===== src/rtl/dr_stage_pkg.sv =====
// Shared rail codes, operation encoding and small helpers for the
// dual-rail hysteresis stage. Assumes bit i of a word sits on [2i+1:2i].
package dr_stage_pkg;

    typedef enum logic [1:0] {
        OP_AND     = 2'b00,
        OP_OR      = 2'b01,
        OP_INV     = 2'b10,
        OP_INV_ALT = 2'b11
    } op_e;

    localparam logic [1:0] DR_NULL  = 2'b00;
    localparam logic [1:0] DR_TRUE  = 2'b01;
    localparam logic [1:0] DR_FALSE = 2'b10;
    localparam logic [1:0] DR_BAD   = 2'b11;

    // True when a rail pair carries one of the two data codes.
    function automatic logic dr_is_data(input logic [1:0] pair);
        return (pair == DR_TRUE) || (pair == DR_FALSE);
    endfunction

    // True when the operation uses only the first operand.
    function automatic logic op_is_unary(input logic [1:0] op);
        return op[1];
    endfunction

    // Maps a Boolean value onto its data rail code.
    function automatic logic [1:0] dr_encode(input logic val);
        return val ? DR_TRUE : DR_FALSE;
    endfunction

endpackage


===== src/rtl/dr_hyst_gate.sv =====
// One result bit of the stage: a hysteresis gate modelled as a register.
// It loads the evaluated data code when all used inputs carry data,
// loads empty when all used inputs are empty, and holds otherwise.
// Assumes op is static while any input carries data. A forbidden input
// code counts as not-data, so it reads as empty.
module dr_hyst_gate
    import dr_stage_pkg::*;
(
    input  logic       clk,
    input  logic       rst_n,
    input  logic [1:0] op,
    input  logic [1:0] a_pair,
    input  logic [1:0] b_pair,
    output logic [1:0] y_pair
);

    logic       unary;
    logic       a_dat;
    logic       b_dat;
    logic       all_data;
    logic       all_null;
    logic [1:0] result;

    // Classify the inputs that the selected operation actually uses.
    always_comb begin
        unary    = op_is_unary(op);
        a_dat    = dr_is_data(a_pair);
        b_dat    = dr_is_data(b_pair);
        all_data = a_dat && (unary || b_dat);
        all_null = !a_dat && (unary || !b_dat);
    end

    // Data-wave truth table for the selected operation.
    always_comb begin
        case (op)
            OP_AND:  result = dr_encode((a_pair == DR_TRUE) && (b_pair == DR_TRUE));
            OP_OR:   result = dr_encode(!((a_pair == DR_FALSE) && (b_pair == DR_FALSE)));
            default: result = dr_encode(a_pair == DR_FALSE);
        endcase
    end

    // Hysteresis state: change only on complete data or complete empty.
    always_ff @(posedge clk) begin
        if (!rst_n) begin
            y_pair <= DR_NULL;
        end else if (all_data) begin
            y_pair <= result;
        end else if (all_null) begin
            y_pair <= DR_NULL;
        end
    end

endmodule


===== src/rtl/dr_word_detect.sv =====
// Word-level completion detectors on a dual-rail word: one flags that all
// bits carry data, the other that all bits are empty. Purely combinational.
module dr_word_detect
    import dr_stage_pkg::*;
#(
    parameter int W = 4
) (
    input  logic [2*W-1:0] word,
    output logic           data_all,
    output logic           null_all
);

    logic [W-1:0] data_bits;
    logic [W-1:0] null_bits;

    for (genvar i = 0; i < W; i++) begin : g_bit
        // Per-bit classification of the result pair.
        assign data_bits[i] = dr_is_data(word[2*i +: 2]);
        assign null_bits[i] = (word[2*i +: 2] == DR_NULL);
    end

    // Reduce the per-bit flags into the two word-level completions.
    assign data_all = &data_bits;
    assign null_all = &null_bits;

endmodule


===== src/rtl/dr_ack_ctrl.sv =====
// Four-phase acknowledge: set after a complete data word has been seen,
// cleared after a complete empty word, held in between. Assumes the two
// completion inputs are never both high.
module dr_ack_ctrl (
    input  logic clk,
    input  logic rst_n,
    input  logic data_all,
    input  logic null_all,
    output logic ack
);

    // Track the handshake phase from the completion detectors.
    always_ff @(posedge clk) begin
        if (!rst_n) begin
            ack <= 1'b0;
        end else if (data_all) begin
            ack <= 1'b1;
        end else if (null_all) begin
            ack <= 1'b0;
        end
    end

endmodule


===== src/rtl/dr_code_monitor.sv =====
// Watches every input pair of both operands for the forbidden code and
// keeps a sticky flag once one has been seen. Cleared only by reset.
module dr_code_monitor
    import dr_stage_pkg::*;
#(
    parameter int W = 4
) (
    input  logic           clk,
    input  logic           rst_n,
    input  logic [2*W-1:0] a_rails,
    input  logic [2*W-1:0] b_rails,
    output logic           code_err
);

    logic bad_now;

    // Detect any forbidden pair on either operand this cycle.
    always_comb begin
        bad_now = 1'b0;
        for (int i = 0; i < W; i++) begin
            bad_now = bad_now | (a_rails[2*i +: 2] == DR_BAD)
                              | (b_rails[2*i +: 2] == DR_BAD);
        end
    end

    // Sticky error flag.
    always_ff @(posedge clk) begin
        if (!rst_n) begin
            code_err <= 1'b0;
        end else if (bad_now) begin
            code_err <= 1'b1;
        end
    end

endmodule


===== src/rtl/dr_hyst_stage.sv =====
// Top of the dual-rail hysteresis logic stage. W result gates evaluate
// bitwise AND, OR or inversion; word detectors and a registered
// acknowledge close the four-phase loop; a monitor flags forbidden codes.
// Assumes op_sel changes only while all inputs are empty.
module dr_hyst_stage
    import dr_stage_pkg::*;
#(
    parameter int W = 4
) (
    input  logic           clk,
    input  logic           rst_n,
    input  logic [1:0]     op_sel,
    input  logic [2*W-1:0] a_rails,
    input  logic [2*W-1:0] b_rails,
    output logic [2*W-1:0] y_rails,
    output logic           data_done,
    output logic           null_done,
    output logic           ack,
    output logic           code_err
);

    // One hysteresis gate per logical bit.
    for (genvar i = 0; i < W; i++) begin : g_gate
        dr_hyst_gate u_gate (
            .clk    (clk),
            .rst_n  (rst_n),
            .op     (op_sel),
            .a_pair (a_rails[2*i +: 2]),
            .b_pair (b_rails[2*i +: 2]),
            .y_pair (y_rails[2*i +: 2])
        );
    end

    // Completion detection on the result word.
    dr_word_detect #(.W(W)) u_detect (
        .word     (y_rails),
        .data_all (data_done),
        .null_all (null_done)
    );

    // Handshake acknowledge toward the source.
    dr_ack_ctrl u_ack (
        .clk      (clk),
        .rst_n    (rst_n),
        .data_all (data_done),
        .null_all (null_done),
        .ack      (ack)
    );

    // Forbidden-code monitor on the operands.
    dr_code_monitor #(.W(W)) u_mon (
        .clk      (clk),
        .rst_n    (rst_n),
        .a_rails  (a_rails),
        .b_rails  (b_rails),
        .code_err (code_err)
    );

endmodule


===== config.mk =====
export PLATFORM = sky130hd
export DESIGN_NAME = dr_hyst_stage
export DESIGN_NICKNAME = d
export VERILOG_FILES = /design/src/rtl/dr_stage_pkg.sv /design/src/rtl/dr_hyst_gate.sv /design/src/rtl/dr_word_detect.sv /design/src/rtl/dr_ack_ctrl.sv /design/src/rtl/dr_code_monitor.sv /design/src/rtl/dr_hyst_stage.sv
export SDC_FILE = /design/constraint.sdc
export NUM_CORES = 1
export LEC_CHECK = 0
export BUFFER_PORTS_ARGS = -buffer_cell sky130_fd_sc_hd__buf_2
export CAP_MARGIN = 20
export CORE_ASPECT_RATIO = 0.8
export CORE_MARGIN = 5
export CORE_UTILIZATION = 43
export DETAILED_ROUTE_END_ITERATION = 10
export PLACE_DENSITY = 0.69
export SYNTH_ARGS = -nofsm -noshare
export SYNTH_HDL_FRONTEND = slang
export SYNTH_SLANG_ARGS = --single-unit

===== constraint.sdc =====
create_clock -name clk -period 3.19 [get_ports clk]
set_input_delay 0.1595 -clock clk [delete_from_list [all_inputs] [get_ports clk]]
set_output_delay 0.1595 -clock clk [all_outputs]
set_load 0.02 [all_outputs]

* Word-level counts from Yosys, hierarchy flattened
Index checks and enable logic that the tools add are counted.
Widths: inputs -> output; s select.
** Word-level totals
- Register bits after elaboration :: 10
- Input port bits :: 20
- Output and inout bits :: 12
- Logic and storage cells :: 128
** Operators by class
- Equality and inequality tests :: 33
- Multiplexer cells :: 26
- Bitwise gates (word level) :: 7
- Reductions and logical operators :: 56
** Operators with widths (count)
- $eq 2x2->1 const B :: 20
- $mux 2 :: 20
- $eq 2x1->1 const B :: 13
- $logic_or 1x1->1 :: 20
- $logic_and 1x1->1 :: 16
- $pmux 2 s2 :: 4
- $logic_not 2->1 :: 5
- $reduce_bool 2->1 :: 5
- $logic_not 1->1 :: 8
- $reduce_and 4->1 :: 2
- $or 1x1->1 :: 7
- $mux 1 :: 2

* Depth between registers and ports, before layout
- Depth in word-level cells :: 8
- Gate-level depth with buffers :: 6
- Gate-level depth less buffers :: 6

* By module
A second synthesis with hierarchy kept.
** Unflattened totals
- Cells, all modules :: 120
- Area, all modules :: 942.2 µm²
** Modules (own cells, without submodules)
- dr_hyst_gate :: times used 4, cells an instance 24, area an instance 185.2 µm², sequential area each 40.0 µm²
- dr_word_detect :: times used 1, cells an instance 14, area an instance 97.6 µm², sequential area each 0.0 µm²
- dr_code_monitor :: times used 1, cells an instance 7, area an instance 62.6 µm², sequential area each 20.0 µm²
- dr_ack_ctrl :: times used 1, cells an instance 3, area an instance 41.3 µm², sequential area each 20.0 µm²

* Worst setup path after synthesis
No wires, ideal clock.
- Path type :: flip-flop to flip-flop
- Start :: register g_gate[0].u_gate.y_pair[0]
- End :: register u_ack.ack
- Setup time :: 0.118 ns
- Arrival :: 1.202 ns
- Data required time :: 3.072 ns
- Setup slack :: 1.871 ns
- Stages on the path, launching flop included :: 6
- Buffers on the path :: 0
- Clock period less this slack :: 1.319 ns
- Path through :: dfxtp_1 -> inv_1 -> ha_1 -> and4_1 -> nor2_1 -> nor2_1
** On the way
- Cells in the longest elaborated chain, start to end :: 4
- Elaborated cells between the ends (all ways) :: 8
- Classes of those cells :: 2 x eq/ne; 1 x mux; 5 x reduce/logical
** RTL lines
- start: declaration :: RTL line dr_hyst_gate.sv:14 : output logic [1:0] y_pair
- start signal: assignment :: RTL line dr_hyst_gate.sv:47 : y_pair <= result;
- $eq 2x1->1 or $eq 2x2->1 (tied branches) :: RTL line dr_stage_pkg.sv:19 : return (pair == DR_TRUE) || (pair == DR_FALSE);
- $logic_or 1x1->1 (*) :: RTL line dr_stage_pkg.sv:19
- $reduce_and 4->1 (*) :: RTL line dr_word_detect.sv:23 : assign data_all = &data_bits;
- via data_done :: RTL line dr_hyst_stage.sv:16 : output logic data_done,
- $mux 1 or $reduce_bool 2->1 (tied branches)
- end signal: assignment :: RTL line dr_ack_ctrl.sv:15 : ack <= 1'b0;
- end signal: assignment :: RTL line dr_ack_ctrl.sv:17 : ack <= 1'b1;
- end signal: assignment :: RTL line dr_ack_ctrl.sv:19 : ack <= 1'b0;
- end: declaration :: RTL line dr_ack_ctrl.sv:9 : output logic ack
Mark *: on every way through the listed nets, which the timed path passes. The rest lies on a longest branch.
A chain may end at the register's enable or synchronous reset.

* Final worst setup path
- Start :: register g_gate[3].u_gate.y_pair[0]
- End :: output data_done
** On the way
- Cells in the longest elaborated chain, start to end :: 3
- Elaborated cells between the ends (all ways) :: 4
- Classes of those cells :: 2 x eq/ne; 2 x reduce/logical
** RTL lines (RTL line)
- start: declaration :: dr_hyst_gate.sv:14
- start signal: assignment :: dr_hyst_gate.sv:47
- $eq 2x1->1 or $eq 2x2->1 (tied branches) :: dr_stage_pkg.sv:19
- $logic_or 1x1->1 (*) :: dr_stage_pkg.sv:19
- $reduce_and 4->1 (*) :: dr_word_detect.sv:23
- end: declaration :: dr_hyst_stage.sv:16
Mark *: on every way between the ends. The rest lies on a longest branch, timed or not.

==> flow_metrics.env <==
export IMPL_finalWorstSetupSlack_ns=1.72
export IMPL_slew_headroom_pct=73.3
export IMPL_critical_path_slowest_cell="dfxtp_1"
export IMPL_rrSetupSlack_ns=2.05
export IMPL_cts_root_buf="clkbuf_4"
export IMPL_powerDensity_mw_per_mm2=301
export IMPL_end_kind="output port"
export IMPL_io_pins=32
export IMPL_clk_latency_ns=0.26
export IMPL_portBuffers=31
export IMPL_antenna_cells=0
export IMPL_h_tree_depth=1
export IMPL_critPathKind="reg2out"
export IMPL_wirelength_um=2180
export IMPL_setup_viol=0
export IMPL_syn_inst=122
export IMPL_gp_congestion=0.721
export IMPL_period_share_pct=46.0
export IMPL_final_common_cell="buf_2"
export IMPL_r2r_start="g_gate[3].u_gate.y_pair[0]"
export IMPL_cts_sinks=10
export IMPL_ys_ff_latch=10
export IMPL_fill_cells=223
export IMPL_cp_startpoint="g_gate[3].u_gate.y_pair[0]"
export IMPL_crit_required_ns=3.03
export IMPL_first_global_vias=903
export IMPL_holdBufCountCts=0
export IMPL_avgSynthCellArea_um2=8.20
export IMPL_yosysWarnings=0
export IMPL_die_height_um=53.2
export IMPL_cts_buffers=3
export IMPL_tns_ns=0
export IMPL_crit_family="flip-flops"
export IMPL_drive_gt1_share_pct=23.0
export IMPL_cts_tree="done"
export IMPL_core_mm2=0.00220
export IMPL_design_die_area_mm2=0.00340
export IMPL_slowest_delay_ns=0.36
export IMPL_grt_usage_pct=13.6
export IMPL_netlist_area_mm2=0.00100
export IMPL_final_min_clock_period_ns=1.47
export IMPL_ys_types=25
export IMPL_grt_antenna_before_repair=0
export IMPL_slew_viol_final=0
export IMPL_grt_overflow=0
export IMPL_start_util_pct=45.6
export IMPL_dieWidth_um=63.9
export IMPL_drtPass1Iterations=4
export IMPL_clock_path_buffers=2
export IMPL_rows=15
export IMPL_timing_fmax_mhz=681
export IMPL_crit_buf_inv=2
export IMPL_drv_cap=0
export IMPL_seq_area_um2=200
export IMPL_wire_per_inst_um=12.3
export IMPL_grt_setup_unrepaired="no"
export IMPL_syn_nets=170
export IMPL_cts_resized=0
export IMPL_worst_setup_path_start_kind="flip-flop"
export IMPL_hold_class="in2reg"
export IMPL_dp_hpwl_um=1860
export IMPL_nets=202
export IMPL_grt_max_degree=18
export IMPL_cp_max_fo=3
export IMPL_clk_pin_slew_ns=0.06
export IMPL_yosysSeqAreaShare_pct=20.0
export IMPL_finalHoldViolCount=0
export IMPL_crit_chain="inv_1 -> ha_1 -> and4_1 -> buf_2"
export IMPL_peakVddDrop_mv=0.217
export IMPL_total_leakage_power_nw=0.646
export IMPL_grt_pass1_wl_um=3630
export IMPL_multi_input_area_um2=673
export IMPL_post_cts_buffers=0
export IMPL_status="complete, no violations"
export IMPL_clock_skew_ns=0.00363
export IMPL_ant_nets=0
export IMPL_vias_per_cell=5.13
export IMPL_min_from="rst_n"
export IMPL_drcViolationCount=0
export IMPL_tightestPinTransition_ns=0.397
export IMPL_vias=908
export IMPL_pre_cts_slack_ns=1.95
export IMPL_initialDrtViolationCount=28
export IMPL_cp_arrival_ns=1.31
export IMPL_area_delta_synth_final_pct=17.9
export IMPL_mostFrequentLayoutCells="buf_2 (31), ha_1 (28), inv_1 (26), a21oi_1 (12), dfxtp_1 (10)"
-- metrics by stage --
step | hold slack (ns) | instances | util (%) | area (µm²) | power [mW]
after global placement | 0.481 | 174 | 52.7 | 1160 | 0.269
after CTS | 0.242 | 177 | 53.7 | 1180 | 0.361
after floorplan | 0.344 | 122 | - | 1000 | 0.231
final | 0.244 | 177 | 53.7 | 1180 | 0.355
after global routing | 0.253 | 177 | 53.7 | 1180 | 0.388
after detailed placement | 0.481 | 174 | 52.7 | 1160 | 0.275
-- power by group --
| part | switching, mW | leakage [nW] | internal (mW) |
|---|---|---|---|
| combinational | 0.0786 | 0.550 | 0.0539 |
| clock | 0.0404 | 0.0138 | 0.0435 |
| sequential | 0.00520 | 0.0821 | 0.134 |
-- kinds of logic after synthesis --
kind of cell / Yosys count / synth area share [%]
AOI/OAI and AO/OA: 26 / 16.6
xor gates and xnor gates: 4 / 3.50
adders and majority gates: 28 / 35.0
buffers and inverters: 30 / 12.7
DFF: 10 / 20.0
and+or+nand+nor: 24 / 12.1
-- layer usage --
metal / global-route usage, % / wire (µm)
met1: 14.4 / 926
met2: 25.3 / 1010
met3: 5.94 / 237
met4: 2.08 / 0
met5: 0 / 0
-- worst paths after layout --
path                                      to  cells past startpoint
setup / recovery                   data_done                      4
setup reg to reg                   u_ack.ack                      5
hold / removal    g_gate[1].u_gate.y_pair[0]                      3
hold reg to reg   g_gate[3].u_gate.y_pair[1]                      2
-- synthesized netlist by cell type, drive strengths merged --
cell | count | share of area, %
nand2 | 5 | 1.9
nor4 | 4 | 2.5
nor3 | 1 | 0.50
nand3 | 4 | 2.0
nor2b | 1 | 0.63
ha | 28 | 35
dfxtp | 10 | 20
o211ai | 1 | 0.75
a31o | 3 | 2.6
and3 | 1 | 0.63
a31oi | 1 | 0.63
inv | 26 | 9.7
xnor2 | 3 | 2.6
nor2 | 6 | 2.2
a21o | 1 | 0.75
and4 | 2 | 1.8
a311oi | 3 | 2.6
o32ai | 1 | 0.88
o21ai | 3 | 1.5
clkbuf | 1 | 0.37
buf | 3 | 2.6
xor2 | 1 | 0.88
a21oi | 13 | 6.9
-- flip-flops by register name (all words and copies together), names as in the netlist --
register / cells
u_ack.ack: 1
u_mon.code_err: 1
g_gate.u_gate.y_pair: 8
-- tightest hold or removal path, stage by stage --
cell,delay [ns]
buf_2,0.17
nand2_1,0.07
o21ai_0,0.06
-- area by class of cell --
| cell class | instances | area share, % |
|---|---|---|
| clock buffers | 3 | 1.91 |
| well taps | 25 | 2.65 |
| repair buffers | 31 | 13.1 |
| inverters | 26 | 8.27 |
| multi-input cells | 82 | 57.1 |
| flip-flops and latches | 10 | 17.0 |
Note: power is estimated with default switching activity, not from simulation.
